`config.mk`:
```
export PLATFORM = sky130hd
export DESIGN_NAME = uptr_xlate
export DESIGN_NICKNAME = d
export VERILOG_FILES = /design/src/rtl/uptr_pkg.sv /design/src/rtl/uptr_mode_dec.sv /design/src/rtl/uptr_ape_cmp.sv /design/src/rtl/uptr_cfg_shadow.sv /design/src/rtl/uptr_xlate.sv
export SDC_FILE = /design/constraint.sdc
export NUM_CORES = 1
export LEC_CHECK = 0
export ABC_CLOCK_PERIOD_IN_PS = 6700
export CAP_MARGIN = 30
export CORE_AREA = 2 2 189 191
export CTS_CLUSTER_SIZE = 16
export DETAILED_ROUTE_END_ITERATION = 8
export DIE_AREA = 0 0 191 193
export PLACE_DENSITY = 0.84
export SLEW_MARGIN = 20
export SYNTH_ARGS = -nofsm -noshare
export SYNTH_HDL_FRONTEND = slang
export SYNTH_SLANG_ARGS = --single-unit
```
`constraint.sdc`:
```
create_clock -name clk -period 6.7 [get_ports clk]
set_input_delay 2.01 -clock clk [delete_from_list [all_inputs] [get_ports clk]]
set_output_delay 2.01 -clock clk [all_outputs]
set_load 0.03 [all_outputs]
```
`src/rtl/uptr_pkg.sv`:
```
// Shared types for the unified pointer aperture translator.
package uptr_pkg;
    // Addressing mode after decode of the dispatch and width bits.
    typedef enum logic [1:0] {
        MODE_HOST64 = 2'd0,
        MODE_HOST32 = 2'd1,
        MODE_DRV64  = 2'd2
    } xlate_mode_e;
endpackage

```
`src/rtl/uptr_mode_dec.sv`:
```
// Addressing mode decoder.
// Does: maps the translation bit, the width bit and the draw flag to a mode.
// Assumes: draw requests always use driver mode; the width bit only counts
// when the translation bit is set.
module uptr_mode_dec
    import uptr_pkg::*;
(
    input  logic        host_xlate,
    input  logic        narrow_ptr,
    input  logic        is_draw,
    output xlate_mode_e mode
);
    // Purpose: priority decode, draw first, then the translation bit.
    always_comb begin
        if (is_draw || !host_xlate) begin
            mode = MODE_DRV64;
        end else if (narrow_ptr) begin
            mode = MODE_HOST32;
        end else begin
            mode = MODE_HOST64;
        end
    end
endmodule

```
`src/rtl/uptr_ape_cmp.sv`:
```
// Base/limit window comparator.
// Does: expands the granule-aligned base and limit fields to full addresses
// and reports whether the pointer lies in the window, both ends included.
// Assumes: base > limit means the window is empty.
module uptr_ape_cmp #(
    parameter int PTR_W  = 64,
    parameter int GRAN_W = 16,
    localparam int FLD_W = PTR_W - GRAN_W
) (
    input  logic [PTR_W-1:0] ptr,
    input  logic [FLD_W-1:0] base_fld,
    input  logic [FLD_W-1:0] limit_fld,
    output logic             hit,
    output logic [PTR_W-1:0] base_full
);
    logic [PTR_W-1:0] limit_full;

    // Purpose: pad the fields with zeros (base) and ones (limit).
    always_comb begin
        base_full  = {base_fld, {GRAN_W{1'b0}}};
        limit_full = {limit_fld, {GRAN_W{1'b1}}};
    end

    // Purpose: inclusive membership compare.
    always_comb begin
        hit = (ptr >= base_full) && (ptr <= limit_full);
    end
endmodule

```
`src/rtl/uptr_cfg_shadow.sv`:
```
// Configuration shadow.
// Does: copies the configuration inputs on edges where load is high and
// holds them otherwise.
// Assumes: the parent raises load only when the pipeline is idle.
module uptr_cfg_shadow #(
    parameter int FLD_W = 48,
    parameter int PT_W  = 2
) (
    input  logic             clk,
    input  logic             rst_n,
    input  logic             load,
    input  logic             in_host_xlate,
    input  logic             in_narrow_ptr,
    input  logic [FLD_W-1:0] in_tbl_base,
    input  logic [FLD_W-1:0] in_tbl_limit,
    input  logic [FLD_W-1:0] in_spare_base,
    input  logic [FLD_W-1:0] in_spare_limit,
    input  logic [PT_W-1:0]  in_dflt_ptype,
    input  logic [PT_W-1:0]  in_spare_ptype,
    output logic             sh_host_xlate,
    output logic             sh_narrow_ptr,
    output logic [FLD_W-1:0] sh_tbl_base,
    output logic [FLD_W-1:0] sh_tbl_limit,
    output logic [FLD_W-1:0] sh_spare_base,
    output logic [FLD_W-1:0] sh_spare_limit,
    output logic [PT_W-1:0]  sh_dflt_ptype,
    output logic [PT_W-1:0]  sh_spare_ptype
);
    // Purpose: clear on reset, capture on idle edges.
    always_ff @(posedge clk) begin
        if (!rst_n) begin
            sh_host_xlate  <= 1'b0;
            sh_narrow_ptr  <= 1'b0;
            sh_tbl_base    <= '0;
            sh_tbl_limit   <= '0;
            sh_spare_base  <= '0;
            sh_spare_limit <= '0;
            sh_dflt_ptype  <= '0;
            sh_spare_ptype <= '0;
        end else if (load) begin
            sh_host_xlate  <= in_host_xlate;
            sh_narrow_ptr  <= in_narrow_ptr;
            sh_tbl_base    <= in_tbl_base;
            sh_tbl_limit   <= in_tbl_limit;
            sh_spare_base  <= in_spare_base;
            sh_spare_limit <= in_spare_limit;
            sh_dflt_ptype  <= in_dflt_ptype;
            sh_spare_ptype <= in_spare_ptype;
        end
    end
endmodule

```
`src/rtl/uptr_xlate.sv`:
```
// Unified pointer aperture translator (top).
// Does: decodes the mode and tests the pointer against the driver-table
// window (index 0) and the spare window (index 1). It rebases driver-table
// hits, picks the policy type and flags hole or oversize faults. The result
// is registered once behind valid/ready.
// Assumes: the windows do not overlap (if they do, the driver-table window
// wins). The configuration is stable around the idle edges that load it.
module uptr_xlate
    import uptr_pkg::*;
#(
    parameter int PTR_W    = 64,
    parameter int VA_W     = 48,
    parameter int VM_W     = 40,
    parameter int GRAN_W   = 16,
    parameter int NARROW_W = 32,
    parameter int PT_W     = 2,
    localparam int FLD_W   = PTR_W - GRAN_W
) (
    input  logic             clk,
    input  logic             rst_n,
    input  logic             cfg_host_xlate,
    input  logic             cfg_narrow_ptr,
    input  logic [FLD_W-1:0] cfg_tbl_base,
    input  logic [FLD_W-1:0] cfg_tbl_limit,
    input  logic [FLD_W-1:0] cfg_spare_base,
    input  logic [FLD_W-1:0] cfg_spare_limit,
    input  logic [PT_W-1:0]  cfg_dflt_ptype,
    input  logic [PT_W-1:0]  cfg_spare_ptype,
    input  logic             req_valid,
    output logic             req_ready,
    input  logic [PTR_W-1:0] req_ptr,
    input  logic             req_is_draw,
    output logic             out_valid,
    input  logic             out_ready,
    output logic [VA_W-1:0]  out_addr,
    output logic             out_host,
    output logic [PT_W-1:0]  out_ptype,
    output logic             out_fault
);
    localparam int APE_N   = 2;
    localparam int APE_TBL = 0;
    localparam int APE_SPR = 1;
    localparam int HOLE_W  = PTR_W - VA_W + 1;

    logic             sh_host_xlate;
    logic             sh_narrow_ptr;
    logic [FLD_W-1:0] sh_tbl_base;
    logic [FLD_W-1:0] sh_tbl_limit;
    logic [FLD_W-1:0] sh_spare_base;
    logic [FLD_W-1:0] sh_spare_limit;
    logic [PT_W-1:0]  sh_dflt_ptype;
    logic [PT_W-1:0]  sh_spare_ptype;
    logic             cfg_load;
    xlate_mode_e      mode;
    logic [PTR_W-1:0] eff_ptr;
    logic [FLD_W-1:0] ape_base  [APE_N];
    logic [FLD_W-1:0] ape_limit [APE_N];
    logic [PTR_W-1:0] ape_full  [APE_N];
    logic [APE_N-1:0] ape_raw;
    logic [APE_N-1:0] ape_hit;
    logic [PTR_W-1:0] tbl_offs;
    logic             offs_big;
    logic [HOLE_W-1:0] top_bits;
    logic             in_hole;
    logic [VA_W-1:0]  nx_addr;
    logic             nx_host;
    logic [PT_W-1:0]  nx_ptype;
    logic             nx_fault;

    // Purpose: the shadow loads only when nothing is presented or held.
    always_comb begin
        cfg_load = !req_valid && !out_valid;
    end

    uptr_cfg_shadow #(
        .FLD_W (FLD_W),
        .PT_W  (PT_W)
    ) i_shadow (
        .clk            (clk),
        .rst_n          (rst_n),
        .load           (cfg_load),
        .in_host_xlate  (cfg_host_xlate),
        .in_narrow_ptr  (cfg_narrow_ptr),
        .in_tbl_base    (cfg_tbl_base),
        .in_tbl_limit   (cfg_tbl_limit),
        .in_spare_base  (cfg_spare_base),
        .in_spare_limit (cfg_spare_limit),
        .in_dflt_ptype  (cfg_dflt_ptype),
        .in_spare_ptype (cfg_spare_ptype),
        .sh_host_xlate  (sh_host_xlate),
        .sh_narrow_ptr  (sh_narrow_ptr),
        .sh_tbl_base    (sh_tbl_base),
        .sh_tbl_limit   (sh_tbl_limit),
        .sh_spare_base  (sh_spare_base),
        .sh_spare_limit (sh_spare_limit),
        .sh_dflt_ptype  (sh_dflt_ptype),
        .sh_spare_ptype (sh_spare_ptype)
    );

    uptr_mode_dec i_mode (
        .host_xlate (sh_host_xlate),
        .narrow_ptr (sh_narrow_ptr),
        .is_draw    (req_is_draw),
        .mode       (mode)
    );

    // Purpose: 32-bit mode keeps only the low pointer bits, zero-extended.
    always_comb begin
        if (mode == MODE_HOST32) begin
            eff_ptr = {{(PTR_W-NARROW_W){1'b0}}, req_ptr[NARROW_W-1:0]};
        end else begin
            eff_ptr = req_ptr;
        end
    end

    // Purpose: gather the window fields into indexed arrays.
    always_comb begin
        ape_base[APE_TBL]  = sh_tbl_base;
        ape_limit[APE_TBL] = sh_tbl_limit;
        ape_base[APE_SPR]  = sh_spare_base;
        ape_limit[APE_SPR] = sh_spare_limit;
    end

    // One comparator per window.
    for (genvar g = 0; g < APE_N; g++) begin : g_ape
        uptr_ape_cmp #(
            .PTR_W  (PTR_W),
            .GRAN_W (GRAN_W)
        ) i_cmp (
            .ptr       (eff_ptr),
            .base_fld  (ape_base[g]),
            .limit_fld (ape_limit[g]),
            .hit       (ape_raw[g]),
            .base_full (ape_full[g])
        );
    end

    // Purpose: the spare window does not exist in 32-bit mode.
    always_comb begin
        ape_hit[APE_TBL] = ape_raw[APE_TBL];
        ape_hit[APE_SPR] = ape_raw[APE_SPR] && (mode != MODE_HOST32);
    end

    // Purpose: rebase against the driver-table window and test the 40-bit fit.
    always_comb begin
        tbl_offs = eff_ptr - ape_full[APE_TBL];
        offs_big = |tbl_offs[PTR_W-1:VM_W];
    end

    // Purpose: canonical-hole test, 64-bit host mode only, outside every window.
    always_comb begin
        top_bits = eff_ptr[PTR_W-1:VA_W-1];
        in_hole  = (mode == MODE_HOST64)
                && (top_bits != '0) && (top_bits != '1)
                && (ape_hit == '0);
    end

    // Purpose: build the result; the driver-table window takes priority.
    always_comb begin
        nx_addr  = eff_ptr[VA_W-1:0];
        nx_host  = (mode != MODE_DRV64);
        nx_ptype = sh_dflt_ptype;
        nx_fault = in_hole;
        if (ape_hit[APE_TBL]) begin
            nx_addr  = {{(VA_W-VM_W){1'b0}}, tbl_offs[VM_W-1:0]};
            nx_host  = 1'b0;
            nx_fault = offs_big;
        end else if (ape_hit[APE_SPR]) begin
            nx_ptype = sh_spare_ptype;
        end
    end

    // Purpose: accept when the output register is empty or being drained.
    always_comb begin
        req_ready = !out_valid || out_ready;
    end

    // Purpose: single output register stage.
    always_ff @(posedge clk) begin
        if (!rst_n) begin
            out_valid <= 1'b0;
            out_addr  <= '0;
            out_host  <= 1'b0;
            out_ptype <= '0;
            out_fault <= 1'b0;
        end else if (req_ready) begin
            out_valid <= req_valid;
            if (req_valid) begin
                out_addr  <= nx_addr;
                out_host  <= nx_host;
                out_ptype <= nx_ptype;
                out_fault <= nx_fault;
            end
        end
    end
endmodule

```
# Word level (Yosys, flattened, before mapping)

Cells that the tools add are included.

Register bits after elaboration: 251
Bits in latches: 0
RAM bits: 0
Bits in read-only memories: 0
Input bits: 267
Output and inout port bits: 54
Logic and storage cells: 47
Memories kept: 0

Add/sub/neg operators: 1
Multipliers: 0
Div/mod/pow operators: 0
Magnitude comparators: 4
Equality and inequality tests: 4
Shift operators: 0
Multiplexer cells: 8
Bitwise gates (word level): 0
Reduce and logical (&&, ||, !) cells: 17

Operators by type and width:

| kind                                                                     | count |
|---|---|
| 64-bit >= comparator                                                     | 2 |
| 64-bit less-or-equal comparator                                          | 2 |
| 64-bit 2-to-1 mux                                                        | 1 |
| 64-bit subtractor                                                        | 1 |
| 48-bit 2-to-1 mux                                                        | 1 |
| 24-bit OR reduction                                                      | 1 |
| 17-bit inequality test (second input constant)                           | 1 |
| 17-bit nonzero test                                                      | 1 |
| 1-bit logical AND                                                        | 7 |
| 2-bit 2-to-1 mux                                                         | 3 |
| 2-bit zero test                                                          | 2 |
| 1-bit zero test                                                          | 3 |
| 1-bit 2-to-1 mux                                                         | 3 |
| 2-bit by 1-bit equality test with 1-bit output (second input constant)   | 1 |
| 1-bit logical OR                                                         | 2 |
| 2-bit by 1-bit inequality test with 1-bit output (second input constant) | 1 |
| 2-bit inequality test (second input constant)                            | 1 |
| 2-bit AND reduction                                                      | 1 |

# Depth between registers and ports, before layout

Depth after elaboration: 11
Gate-level depth with buffers: 23

# Modules after synthesis

A second synthesis with hierarchy kept.

Cells, all modules: 2555
Area total of the unflattened synthesis: 21086.5 um^2

By module, submodules not included:

| module                         | instances | cells each | area each (um^2) |
|---|---|---|---|
| uptr_xlate                     | 1         | 1089       | 7658.6 |
| uptr_cfg_shadow                | 1         | 638        | 7489.7 |
| uptr_ape_cmp at g_ape[1].i_cmp | 1         | 413        | 2965.3 |
| uptr_ape_cmp at g_ape[0].i_cmp | 1         | 413        | 2957.8 |
| uptr_mode_dec                  | 1         | 2          | 15.0 |

# Least setup slack after synthesis

OpenSTA, ideal clock, no wires.

Path type: input to register
From: in req_is_draw
To: reg out_fault
Library setup time: 0.135 ns
Data arrival time: 6.060 ns
Required time: 6.565 ns
Setup slack: 0.505 ns
Stages: 20
Path buffers: 6
Cells stage by stage: nand3b_4 -> buf_2 -> buf_2 -> clkbuf_1 -> clkbuf_1 -> clkbuf_1 -> and2_1 -> ha_1 -> clkbuf_1 -> and3b_1 -> o2111ai_1 -> a22oi_1 -> o311a_1 -> nor2b_1 -> nor3b_2 -> o21ai_1 -> xor2_1 -> or4_1 -> nor4_2 -> a41oi_1

Longest elaborated chain between the ends: 10

Ends and longest elaborated chain:

| what                                                      | RTL line            | text |
|---|---|---|
| from (decl)                                               | uptr_xlate.sv:32    | `input logic req_is_draw,` |
| 1-bit logical OR (*)                                      | uptr_mode_dec.sv:15 | `if (is_draw \|\| !host_xlate) begin` |
| 2-bit 2-to-1 mux (*)                                      | uptr_mode_dec.sv:15 |  |
| branches (longest 7 deep; another with 64-bit subtractor) | --                  |  |
| 1-bit 2-to-1 mux (*)                                      | uptr_xlate.sv:164   | `if (ape_hit[APE_TBL]) begin` |
| to (signal assigned)                                      | uptr_xlate.sv:192   | `out_fault <= nx_fault;` |
| to (decl)                                                 | uptr_xlate.sv:38    | `output logic out_fault` |

Mark *: on every way between the ends.
A chain may end at the register's enable or synchronous reset.

# Worst setup path in the final report

Ends and elaborated chain as after synthesis.

==> results.rst <==
.. list-table::
   :header-rows: 1

   * - Metric
     - Value
   * - Post-route clock period utilization
     - 0.8752
   * - Data arrival time of the critical path
     - roughly 6.3 ns
   * - Mean instance size in the synthesized netlist
     - ~7.3 um^2
   * - Die Wd
     - between 150 and 200 um
   * - H-tree level count
     - 1
   * - CP startpoint kind
     - input port
   * - Asr flop ratio synth
     - 0
   * - Non-filler instance count after layout
     - just over 3,000
   * - Number of setup violations in the final report
     - 0
   * - Sequential cell area fraction in the yosys report
     - 0.2928
   * - Slowest stage cell on the critical path
     - sky130_fd_sc_hd__clkdlybuf4s50_1
   * - Drt total wl
     - 61.82 mm
   * - Maximum net fanout on the critical path
     - 33
   * - Area added between synthesis and finish
     - 27.62%
   * - Quantity of gates resized following cts
     - 0
   * - Die outline area
     - 36,860 um^2
   * - Number of vias in the routed layout
     - approximately 18,000
   * - Clock transition time at the flip-flop clock pins of the worst setup and hold paths
     - 0.06 ns
   * - Worst slew slack as a fraction of its limit
     - 0.2782
   * - Crit path kind
     - input port to register
   * - Critical path launch point
     - req_is_draw
   * - Transition time at the pin with the least slew margin
     - about 1.1 ns
   * - Number of failing hold endpoints at the final stage
     - 0
   * - Kind of cell adding the most delay to the critical path
     - compound AO/OA/AOI/OAI gates
   * - Final Total Pwr
     - between 4 and 5 mW
   * - Number of instances in the placed design
     - 3,057
   * - Post-synth design cell area
     - 17,160 um^2
   * - Most common flop cell mapped by yosys
     - sky130_fd_sc_hd__dfxtp_1
   * - Status
     - complete, no violations
   * - Endpoint required time on the critical path
     - ~7.2 ns
   * - Fmax achieved
     - between 150 and 200 MHz
   * - Cell count after synthesis
     - 2,358
   * - Antenna-violating nets left
     - 0
   * - Worst setup EP type
     - register
   * - Core area
     - between 30,000 and 40,000 um^2
   * - Sum of net half-perimeters after detailed placement
     - 48.10 mm
   * - Source-to-sink clock delay at the later pin of the worst-skew pair
     - approximately 0.6 ns
   * - Average routed wire per standard cell
     - approximately 20 um
   * - Hold buffer count at cts
     - 0
   * - Final WS setup
     - between 0.8 and 0.9 ns
   * - End-of-flow core utilization
     - 0.6264
   * - Int Pwr
     - between 3 and 4 mW
   * - Ports
     - 321
   * - Switching component of the power
     - 1.444 mW
   * - Post-Route Hold Slack
     - approximately 0.45 ns
   * - Die extent in y
     - between 150 and 200 um
   * - Starting density of the core
     - 0.4909
   * - Worst setup slack for register-to-register paths
     - around 1.9 ns
   * - Max_cap viols
     - 0
   * - Setup TNS
     - 0 ns
   * - Total Nets Final
     - roughly 3,100
   * - Setup skew after layout
     - approximately 0.021 ns
   * - Yosys warning count
     - 0
   * - Final std cell area, no fill
     - between 20,000 and 25,000 um^2
   * - Number of synthesized register bits
     - 251
   * - Peak per-stage delay on the critical path
     - 0.44 ns
   * - Placer Congestion
     - between 0.9 and 1
   * - CTS Sinks
     - ~250
   * - Number of global-route vias before repair
     - 17,470
   * - Synth Net Count
     - between 2,000 and 3,000
   * - DR vias/cell
     - between 5 and 6
   * - Dominant cell type by count on the critical path
     - sky130_fd_sc_hd__o21ai_0
   * - Power per standard cell area
     - approximately 210 nW/um^2
   * - Proportion of power drawn by flip-flops and latches
     - 0.359
   * - Worst slack, placed
     - roughly 0.31 ns
   * - Period minus WS final
     - a little under 6 ns
   * - Clock root cell
     - sky130_fd_sc_hd__clkbuf_16
   * - Length of the first detailed-routing pass in iterations
     - 5
   * - Number of antenna violations at the first check in global routing
     - 3
   * - Global route overflow
     - 0
   * - Number of library cell types mapped by synthesis
     - 90
   * - Source of the worst register-to-register timing path
     - i_shadow.sh_narrow_ptr$_SDFFE_PN0P_
   * - Area of placed instances
     - roughly 21,000 um^2
   * - Worst min-delay path startpoint
     - i_shadow.sh_spare_limit[37]$_SDFFE_PN0P_
   * - CTS tree
     - built
   * - Worst-case vdd ir drop
     - about 0.19 mV
   * - Clk network pwr share
     - 0.370
   * - Wire length of the first global-routing pass
     - ~94 mm
   * - Cts bufs inserted
     - 29
   * - Combinational Power Share
     - 0.271
   * - DRC violation total after the first TritonRoute iteration
     - roughly 1,400
   * - Number of buffers between clock root and the deepest sink
     - 3
   * - Leakage dissipation
     - 8.521 nW
   * - Number of enable-type register cells in the synthesized netlist
     - 0
   * - Global router's overall resource usage
     - 0.3245
   * - Tightest Hold Check Type
     - register to register
   * - Setup bufs post-CTS
     - 0
   * - Unrepaired setup endpoints after global routing
     - no
   * - IO buf count
     - 320
   * - Sw Share
     - 0.3130
   * - Pin count of the biggest net entering global routing
     - slightly below 200
   * - Post-route DRC
     - 0
   * - Num rows
     - ~70
   * - Final Slew Violations
     - 0
   * - Cell-by-cell listing of the critical path
     - clkdlybuf4s50_1, nand3b_4, buf_4, nand2_1, inv_1, ha_1, o2111ai_1, nor3_2, o211ai_1, a311o_1, o21ba_2, o21ai_0, o21ai_0, xnor2_1, nor4_2, a41oi_1
   * - Buffer and inverter count on the worst path
     - 3
   * - Fraction of layout cells with a size suffix above 1
     - 0.05134
## worst paths after layout
kind,cells past startpoint,to
max,16,out_fault$_SDFFE_PN0P_
min,2,i_shadow.sh_spare_limit[37]$_SDFFE_PN0P_
max reg2reg,15,out_fault$_SDFFE_PN0P_
min reg2reg,2,i_shadow.sh_spare_limit[37]$_SDFFE_PN0P_
## layout by cell type (no fill, tap or decap), drive strengths merged, types with 11 or more instances in the layout
master / netlist / layout
nand4: 45 / 45
nand2b: 39 / 39
buf: 21 / 51
xnor2: 28 / 28
inv: 205 / 207
o2111ai: 13 / 13
a31oi: 25 / 25
nor3: 30 / 30
o21a: 11 / 11
and2: 36 / 36
xor2: 19 / 19
a211oi: 24 / 24
clkdlybuf4s50: 0 / 320
nand3: 29 / 29
nand2: 508 / 508
a21oi: 324 / 324
nor2: 105 / 105
ha: 167 / 167
or3: 13 / 13
clkbuf: 110 / 37
and3: 14 / 14
nor4: 17 / 17
o211ai: 29 / 29
a21o: 43 / 43
o21ai: 66 / 66
dfxtp: 251 / 251
nor2b: 19 / 19
## power by group through the flow
stage | combinational [mW] | sequential [mW] | clock, mW
2_1_floorplan | 0.703 | 1.70 | 0
3_3_place_gp | 1.19 | 1.68 | 0
3_5_place_dp | 1.22 | 1.69 | 0
4_1_cts | 1.23 | 1.65 | 1.72
5_1_grt | 1.36 | 1.67 | 1.77
6_report | 1.25 | 1.66 | 1.71
## cell type report
class	count	area (um^2)
clock buffers	37	805.8
inverters	206	778.2
diodes	3	7.507
repair buffers	371	3656
flip-flops and latches	251	5025
well taps	461	576.8
clock inverters	14	215.2
fillers	3100	13060
multi-input cells	1770	10840
## flip-flops by register name, indices dropped and copies added, names as in the netlist
register and count:
i_shadow.sh_dflt_ptype 2, i_shadow.sh_tbl_base 48, i_shadow.sh_spare_ptype 2, i_shadow.sh_narrow_ptr 1, i_shadow.sh_host_xlate 1, out_host 1
out_ptype 2, i_shadow.sh_spare_base 48, out_addr 48, out_valid 1, i_shadow.sh_spare_limit 48, out_fault 1
i_shadow.sh_tbl_limit 48
## routing by layer
metal	wire length [um]	track usage
met1	26040	0.4229
met2	28610	0.5386
met3	4946	0.05484
met4	2229	0.1222
met5	0	0
## synth_stat cells, types with 35 or more instances
| master | n | area, um^2 |
|---|---|---|
| sky130_fd_sc_hd__a21o_1 | 43 | 322.8 |
| sky130_fd_sc_hd__a21oi_1 | 324 | 1622 |
| sky130_fd_sc_hd__and2_1 | 35 | 219.0 |
| sky130_fd_sc_hd__clkbuf_1 | 109 | 409.1 |
| sky130_fd_sc_hd__dfxtp_1 | 251 | 5025 |
| sky130_fd_sc_hd__ha_1 | 167 | 2090 |
| sky130_fd_sc_hd__inv_1 | 205 | 769.5 |
| sky130_fd_sc_hd__nand2_1 | 507 | 1903 |
| sky130_fd_sc_hd__nand2b_1 | 39 | 244.0 |
| sky130_fd_sc_hd__nand4_1 | 45 | 281.5 |
| sky130_fd_sc_hd__nor2_1 | 104 | 390.4 |
| sky130_fd_sc_hd__o21ai_0 | 65 | 325.3 |
## kinds of logic (layout without fill, tap and decap cells)
logic type / after synthesis / count (layout) / synth area share
fa+ha+maj: 174 / 174 / 0.1264
xor+xnor: 47 / 47 / 0.02399
mux: 10 / 10 / 0.005978
simple gates: 899 / 899 / 0.2407
compound gates: 640 / 640 / 0.2337
flops: 251 / 251 / 0.2928
buf+inv: 337 / 628 / 0.07640
other cells: 0 / 3 / 0
## tightest hold or removal path, stage by stage, from the launching register on
cell and delay, ns:
sky130_fd_sc_hd__dfxtp_1 0.31, sky130_fd_sc_hd__nand2_1 0.05, sky130_fd_sc_hd__a21oi_1 0.05
No activity file was read; power rests on OpenSTA's default activity.
